===== config.mk =====
export PLATFORM = sky130hd
export DESIGN_NAME = npc_ctrl_unit
export DESIGN_NICKNAME = d
export VERILOG_FILES = /design/src/rtl/npc_pkg.sv /design/src/rtl/npc_decode.sv /design/src/rtl/npc_cond_eval.sv /design/src/rtl/npc_target_gen.sv /design/src/rtl/npc_trap_seq.sv /design/src/rtl/npc_ctrl_unit.sv
export SDC_FILE = /design/constraint.sdc
export NUM_CORES = 1
export LEC_CHECK = 0
export ABC_AREA = 1
export BUFFER_PORTS_ARGS = -buffer_cell sky130_fd_sc_hd__buf_2
export CAP_MARGIN = 10
export CORE_MARGIN = 8
export CORE_UTILIZATION = 44
export CTS_CLUSTER_DIAMETER = 40
export DETAILED_ROUTE_END_ITERATION = 10
export PLACE_DENSITY = 0.82
export REMOVE_ABC_BUFFERS = 1
export SLEW_MARGIN = 40
export SYNTH_ARGS = -nofsm -noshare
export SYNTH_HDL_FRONTEND = slang
export SYNTH_HIERARCHICAL = 1
export SYNTH_SLANG_ARGS = --single-unit

===== constraint.sdc =====
create_clock -name clk -period 2.85 [get_ports clk]
set_clock_uncertainty 0.15 [all_clocks]
set_input_delay 0.285 -clock clk [delete_from_list [all_inputs] [get_ports clk]]
set_output_delay 0.285 -clock clk [all_outputs]
set_load 0.01 [all_outputs]

===== src/rtl/npc_pkg.sv =====
package npc_pkg;
   localparam int IR_W       = 16;
   localparam int BR_OFF_W   = 9;
   localparam int CALL_OFF_W = 11;
   localparam int VEC_W      = 8;
   localparam int REG_AW     = 3;
   localparam int FLAG_W     = 3;

   localparam logic [3:0] OPC_BRANCH = 4'b0000;
   localparam logic [3:0] OPC_CALL   = 4'b0100;
   localparam logic [3:0] OPC_JUMP   = 4'b1100;
   localparam logic [3:0] OPC_TRAP   = 4'b1111;

   typedef enum logic [2:0] {
      XFER_SEQ,
      XFER_BRANCH,
      XFER_CALL_REL,
      XFER_CALL_REG,
      XFER_JUMP,
      XFER_TRAP
   } xfer_kind_e;
endpackage


===== src/rtl/npc_decode.sv =====
module npc_decode
   import npc_pkg::*;
(
   input  logic [IR_W-1:0] ir,
   output xfer_kind_e      kind
);
   logic [3:0] opc;
   assign opc = ir[IR_W-1 -: 4];

   always_comb begin
      unique case (opc)
         OPC_BRANCH: kind = XFER_BRANCH;
         OPC_CALL:   kind = ir[CALL_OFF_W] ? XFER_CALL_REL : XFER_CALL_REG;
         OPC_JUMP:   kind = XFER_JUMP;
         OPC_TRAP:   kind = XFER_TRAP;
         default:    kind = XFER_SEQ;
      endcase
   end
endmodule


===== src/rtl/npc_cond_eval.sv =====
module npc_cond_eval
   import npc_pkg::*;
(
   input  logic [IR_W-1:0]   ir,
   input  logic [FLAG_W-1:0] flags,
   output logic              take
);
   logic [FLAG_W-1:0] sel;
   assign sel  = ir[BR_OFF_W + FLAG_W - 1 -: FLAG_W];
   assign take = |(sel & flags);
endmodule


===== src/rtl/npc_target_gen.sv =====
module npc_target_gen
   import npc_pkg::*;
#(
   parameter int DATA_W       = 16,
   parameter bit SHARED_ADDER = 1'b1
) (
   input  logic [IR_W-1:0]   ir,
   input  logic [DATA_W-1:0] pc_inc,
   input  logic [DATA_W-1:0] reg_data,
   input  xfer_kind_e        kind,
   input  logic              take,
   output logic [DATA_W-1:0] target
);
   localparam int BR_EXT   = DATA_W - BR_OFF_W;
   localparam int CALL_EXT = DATA_W - CALL_OFF_W;

   logic [DATA_W-1:0] off_br, off_call;
   logic [DATA_W-1:0] sum_br, sum_call;

   assign off_br   = {{BR_EXT{ir[BR_OFF_W-1]}},     ir[BR_OFF_W-1:0]};
   assign off_call = {{CALL_EXT{ir[CALL_OFF_W-1]}}, ir[CALL_OFF_W-1:0]};

   generate
      if (SHARED_ADDER) begin : g_one_adder
         logic [DATA_W-1:0] off_sel, sum_any;
         assign off_sel  = (kind == XFER_CALL_REL) ? off_call : off_br;
         assign sum_any  = pc_inc + off_sel;
         assign sum_br   = sum_any;
         assign sum_call = sum_any;
      end else begin : g_two_adders
         assign sum_br   = pc_inc + off_br;
         assign sum_call = pc_inc + off_call;
      end
   endgenerate

   always_comb begin
      unique case (kind)
         XFER_BRANCH:   target = take ? sum_br : pc_inc;
         XFER_CALL_REL: target = sum_call;
         XFER_CALL_REG,
         XFER_JUMP:     target = reg_data;
         default:       target = pc_inc;
      endcase
   end
endmodule


===== src/rtl/npc_trap_seq.sv =====
module npc_trap_seq
   import npc_pkg::*;
#(
   parameter int DATA_W = 16
) (
   input  logic              clk,
   input  logic              rst_n,
   input  logic              start,
   input  logic [VEC_W-1:0]  vec_idx,
   input  logic [DATA_W-1:0] pc_inc,
   output logic              req,
   output logic [DATA_W-1:0] req_addr,
   output logic              busy,
   output logic [DATA_W-1:0] saved_link
);
   logic              busy_q;
   logic [DATA_W-1:0] link_q;

   always_ff @(posedge clk or negedge rst_n) begin
      if (!rst_n) begin
         busy_q <= 1'b0;
         link_q <= '0;
      end else begin
         busy_q <= start;
         if (start) link_q <= pc_inc;
      end
   end

   assign req        = start;
   assign req_addr   = {{(DATA_W-VEC_W){1'b0}}, vec_idx};
   assign busy       = busy_q;
   assign saved_link = link_q;
endmodule


===== src/rtl/npc_ctrl_unit.sv =====
module npc_ctrl_unit
   import npc_pkg::*;
#(
   parameter int DATA_W       = 16,
   parameter bit SHARED_ADDER = 1'b1
) (
   input  logic              clk,
   input  logic              rst_n,
   input  logic              issue,
   input  logic [15:0]       ir,
   input  logic [DATA_W-1:0] pc_inc,
   input  logic [2:0]        flags,
   output logic [2:0]        reg_sel,
   input  logic [DATA_W-1:0] reg_data,
   output logic              vec_rd,
   output logic [DATA_W-1:0] vec_addr,
   input  logic [DATA_W-1:0] vec_data,
   output logic              pc_load,
   output logic [DATA_W-1:0] next_pc,
   output logic              link_we,
   output logic [DATA_W-1:0] link_data,
   output logic              trap_done
);
   initial begin
      assert (DATA_W >= IR_W) else $error("DATA_W must cover the instruction width");
      assert (DATA_W > VEC_W) else $error("DATA_W must exceed the vector width");
   end

   xfer_kind_e        kind;
   logic              take, busy, eff_issue, trap_start, is_call;
   logic [DATA_W-1:0] target, saved_link;

   npc_decode u_dec (.ir(ir), .kind(kind));

   npc_cond_eval u_cond (.ir(ir), .flags(flags), .take(take));

   npc_target_gen #(.DATA_W(DATA_W), .SHARED_ADDER(SHARED_ADDER)) u_tgt (
      .ir(ir), .pc_inc(pc_inc), .reg_data(reg_data),
      .kind(kind), .take(take), .target(target)
   );

   assign eff_issue  = issue & rst_n & ~busy;
   assign trap_start = eff_issue & (kind == XFER_TRAP);
   assign is_call    = (kind == XFER_CALL_REL) | (kind == XFER_CALL_REG);

   npc_trap_seq #(.DATA_W(DATA_W)) u_trap (
      .clk(clk), .rst_n(rst_n), .start(trap_start),
      .vec_idx(ir[VEC_W-1:0]), .pc_inc(pc_inc),
      .req(vec_rd), .req_addr(vec_addr),
      .busy(busy), .saved_link(saved_link)
   );

   assign reg_sel   = ir[BR_OFF_W-1 -: REG_AW];
   assign pc_load   = busy | (eff_issue & (kind != XFER_TRAP));
   assign next_pc   = busy ? vec_data : target;
   assign link_we   = busy | (eff_issue & is_call);
   assign link_data = busy ? saved_link : pc_inc;
   assign trap_done = busy;
endmodule


* Word level (Yosys, flattened, before mapping)
Index checks and enable logic that the tools add are counted.
Cells by class: bitwise logic cells 10, multiplexer cells 7, eq/ne operators 9, add/sub/neg operators 1, reductions and logical operators 3
Operator list (number):
- $mux 16 | 4
- $pmux 16 s3 | 1
- $add 16x16->16 | 1
- $pmux 3 s4 | 1
- $eq 4x4->1 const B | 2
- $eq 3x2->1 const B | 2
- $eq 3x3->1 const B | 2
- $and 1x1->1 | 5
- $eq 4x3->1 const B | 1
- $logic_not 4->1 | 1
- $and 3x3->3 | 1
- $eq 3x1->1 const B | 1
- $ne 3x3->1 const B | 1
- $or 1x1->1 | 3
- $reduce_or 3->1 | 1
- $reduce_or 2->1 | 1
- $mux 1 | 1
- $not 1->1 | 1
Storage, ports and cells: bits in registers 17, output and inout bits 55, word-level logic and storage cells 32

* Depth between registers and ports, before layout
depth after elaboration 8, gate-level depth with buffers 21, mapped depth without buffers 21

* Hierarchy
Netlist, hierarchy kept.
By module, submodules not included:
- npc_target_gen | area an instance 1383.8 sq um, cells each 269, instances 1
- npc_trap_seq | area an instance 800.8 sq um, cells each 87, instances 1
- npc_ctrl_unit | area an instance 539.3 sq um, cells each 118, instances 1
- npc_decode | area an instance 55.1 sq um, cells each 14, instances 1
- npc_cond_eval | area an instance 16.3 sq um, cells each 4, instances 1

* Worst setup path after synthesis
OpenSTA, ideal clock, no wires.
kind in2out, from input port ir[15], to output port next_pc[13], data arrival time 2.408 ns, stages on the path 19, data required time 2.415 ns, setup slack 0.007 ns, cell sequence inv_1 nand2_1 nor3_1 nand3_2 nand2_1 nand2_1 inv_1 ha_1 nand2_1 inv_1 nand2_1 nand2_1 a21oi_1 nand2_1 nand2_1 nand3_1 a21oi_1 nand2_1 nand2_1
Between the ends: longest elaborated chain between the ends 8, elaborated cells on any way between the ends 15
RTL lines:
- from (decl) | RTL line npc_ctrl_unit.sv:10 | input logic [15:0] ir,
- $eq 4x4->1, or another cell as far along | RTL line npc_decode.sv:11 | unique case (opc)
- $pmux 3 s4 (*) | RTL line npc_decode.sv:11
- net kind[1] | RTL line npc_ctrl_unit.sv:29 | xfer_kind_e kind;
- $eq 3x2->1 | RTL line npc_target_gen.sv:26, npc_target_gen.sv:37
- $mux 16 | RTL line npc_target_gen.sv:26 | assign off_sel = (kind == XFER_CALL_REL) ? off_call : off_br;
- $add 16x16->16 | RTL line npc_target_gen.sv:27 | assign sum_any = pc_inc + off_sel;
- $mux 16 | RTL line npc_target_gen.sv:38 | XFER_BRANCH: target = take ? sum_br : pc_inc;
- $pmux 16 s3 (*) | RTL line npc_target_gen.sv:37 | unique case (kind)
- net target[13] | RTL line npc_ctrl_unit.sv:31 | logic [DATA_W-1:0] target, saved_link;
- $mux 16 (*) | RTL line npc_ctrl_unit.sv:55 | assign next_pc = busy ? vec_data : target;
- to (decl) | RTL line npc_ctrl_unit.sv:19 | output logic [DATA_W-1:0] next_pc,
The timed path passes the listed nets; every way through them passes the cells marked *.

* Worst setup path in the final report
from input port ir[14], to output port next_pc[15]
Same word-level chain as after synthesis.

==> key figures <==
Final layout
  • Most frequent cells in the layout: nand2_1, buf_2, inv_1
  • Area grow syn2layout: 34.92%
  • Ant. Diodes: 0
  • Non-filler instance count after layout: 686
  • Multi-input gate area: 2163 µm²
  • Commonest non-fill, non-tap cell in the layout: nand2_1
  • Fraction of final layout cells sized beyond drive strength 1: 39.74%
  • Layout Nets: 697
  • Reg area: 425.4 µm²
  • Fill count: 570

STA
  • Setup TNS: -0.1555 ns
  • Finish-stage setup viols: 3
  • Tcrit/Tclk final: 103.1%
  • Max-slew violations: 0
  • Fmax: 340.4 MHz
  • Setup slack after layout: -0.08729 ns
  • Final Hold Vio Count: 0
  • Minimum clock period: 2.937 ns
  • RSZ-0062 raised after global routing: true

Outcome
  • Failing checks: negative setup slack
  • Status: finished with violations

Routing
  • Iteration-0 DRC Markers: 262
  • Drc violations: 0
  • Via/cell ratio: 5.090
  • WL/cell: 14.98 µm
  • WL final: 10,280 µm
  • Total number of vias: 3,492
  • DRT antenna net count: 0
  • DRT Pass-1 Iters: 5

CTS
  • CTS clk-pin slew, worst paths: ~0.060 ns
  • CTS buffer count: 3
  • CTS H-tree lvls: 1
  • CTS root buf: clkbuf_8
  • CTS max path bufs: 2
  • CTS Sinks: 17
  • CTS tree: done
  • Clk Latency, worst-skew pair: approximately 0.25 ns

Synthesis
  • Ys Warns: 6
  • Syn_area_per_cell: around 5.7 µm²
  • Mapped Cells: roughly 490
  • Synth Cell Area: 2795 µm²
  • Post-synthesis cell type count: 32
  • Sequential share of the synthesized area: about 15%
  • FF+latch count, synth: 17

Global routing
  • Gr usage total: around a fifth
  • Pin count of the biggest net entering global routing: 36
  • Grt total ovfl: 0
  • Vias in the first global route: 3,236
  • Initial antenna violation count: 0
  • First-pass GRT wire length: 14,660 µm

Power
  • Worst vdd ir: 0.2443 mV
  • Total Power: 1.107 mW
  • Power Density: a little under 300 nW/µm²
  • Leak Pwr: 2.253 nW

Job
  • Maxcap violations: 0

Placed design
  • Cell count after placement: 670
  • Routability cong.: 0.9477
  • Hpwl dp: 7304 µm
  • DP Worst Slack: -0.2705 ns
  • Input/output buffers: 116

Floorplanning
  • Initial core utilization: approximately 45%
  • Total core area: around 6200 µm²
  • Die Area: 9159 µm²
  • Cell Rows: 29
  • Die H: ~96 µm
  • Io pins: 125
  • Die width: 95.71 µm

Setup path
  • Maximum fanout along the worst path: 5
  • Crit path kind: in2out
  • Worst path required time: 2.41 ns
  • Crit end category: output port
  • Crit path arrival time: roughly 2.5 ns
  • Critical Path Source Type: primary input

Min path
  • HP Class: in2reg
==> report_power, final <==
part	switching, mW	internal, mW	total [mW]	leakage, nW
combinational	0.383	0.265	0.648	2.00
clock	0.0809	0.0993	0.180	0.0228
sequential	0.0137	0.265	0.279	0.232
total	0.477	0.629	1.11	2.25
==> synth_stat cells, drive strengths merged <==
library cell	count	area share (%)
nor3	3	0.54
nand2	264	37
buf	34	11
o21ai	9	2.0
dfrtp	17	15
nand3	28	5.4
nand3b	1	0.27
xor2	1	0.31
fa	1	0.72
a22oi	6	2.5
nand4	4	0.90
inv	59	8.4
or2	3	0.67
nor2	17	2.3
and3	1	0.22
xnor2	1	0.31
a21oi	22	3.9
o211ai	3	0.81
and2	1	0.22
ha	16	7.2
conb	1	0.13
==> per-layer routing <==
layer,vias up,track usage (%),part of all wire [%]
met5,-,0,0
li1,1729,-,-
met4,0,8.195,3.5
met3,32,1.872,7.3
met1,1555,23.92,39
met2,176,34.51,50
==> metrics by stage <==
step / cell area, µm² / util [%] / hold slack (ns)
floorplan: 2515 / - / -0.1606
global placement: 3282 / 52.59 / 0.08601
detailed placement: 3282 / 52.59 / 0.08756
CTS: 3605 / 57.76 / 0.1456
global route: 3771 / 60.43 / 0.1623
finish: 3771 / 60.43 / 0.1512
==> flip-flops by register name (all words and copies together), names as in the netlist <==
name,flops
u_trap/busy,1
u_trap/saved_link,16
==> critical path, stage by stage <==
cell and delay [ns]:
buf_2 0.13, nand2_2 0.06, inv_2 0.05, nand2_4 0.09, nand2_4 0.06, inv_4 0.08
nand4_1 0.17, nand2_4 0.14, inv_8 0.06, ha_4 0.30, nand2_1 0.08, nand2_1 0.10
inv_1 0.06, nand2_2 0.09, a21oi_2 0.08, buf_4 0.14, nand3_2 0.06, nand3_1 0.10
a21oi_2 0.13, nand2_1 0.06, nand2_1 0.06, buf_2 0.12
==> kinds of logic (layout without fill, tap and decap cells) <==
family / count (synthesis) / count (layout) / share of synthesized area (%)
AND/OR/NAND/NOR: 322 / 322 / 47.54
buffers and inverters: 93 / 203 / 19.34
AO/OA/AOI/OAI: 40 / 40 / 9.266
adder cells (fa/ha/maj): 17 / 17 / 7.878
flip-flops: 17 / 17 / 15.22
XOR/XNOR: 2 / 2 / 0.6268
other: 1 / 8 / 0.1342
==> worst paths after layout <==
| kind | start | to | slack, ns | cells after the start |
|---|---|---|---|---|
| setup / recovery | ir[14] | next_pc[15] | -0.09 | 22 |
| hold / removal | pc_inc[0] | u_trap/saved_link[0] | 0.15 | 3 |
| setup reg to reg | u_trap/busy | u_trap/saved_link[7] | 1.27 | 7 |
| hold reg to reg | u_trap/saved_link[10] | u_trap/saved_link[10] | 0.32 | 2 |
| max in group asynchronous | rst_n | u_trap/saved_link[4] | 1.92 | 2 |
| min in group asynchronous | rst_n | u_trap/saved_link[12] | 0.34 | 2 |
==> cell type report <==
| cell class | instances | share of cell area, % |
|---|---|---|
| well taps | 77 | 2.555 |
| inverters | 59 | 6.669 |
| multi-input cells | 389 | 57.37 |
| repair buffers | 140 | 20.94 |
| clock buffers | 4 | 1.194 |
| flip-flops and latches | 17 | 11.28 |
==> timing repair <==
action	4_1_cts	5_1_grt
endpoints found under the hold margin	17	0
endpoints found under the setup margin	6	6
setup buffers	5	6
pin swaps	28	31
hold buffers	1	0
gates resized for setup	52	38
Note: power is estimated with default switching activity, not from simulation.
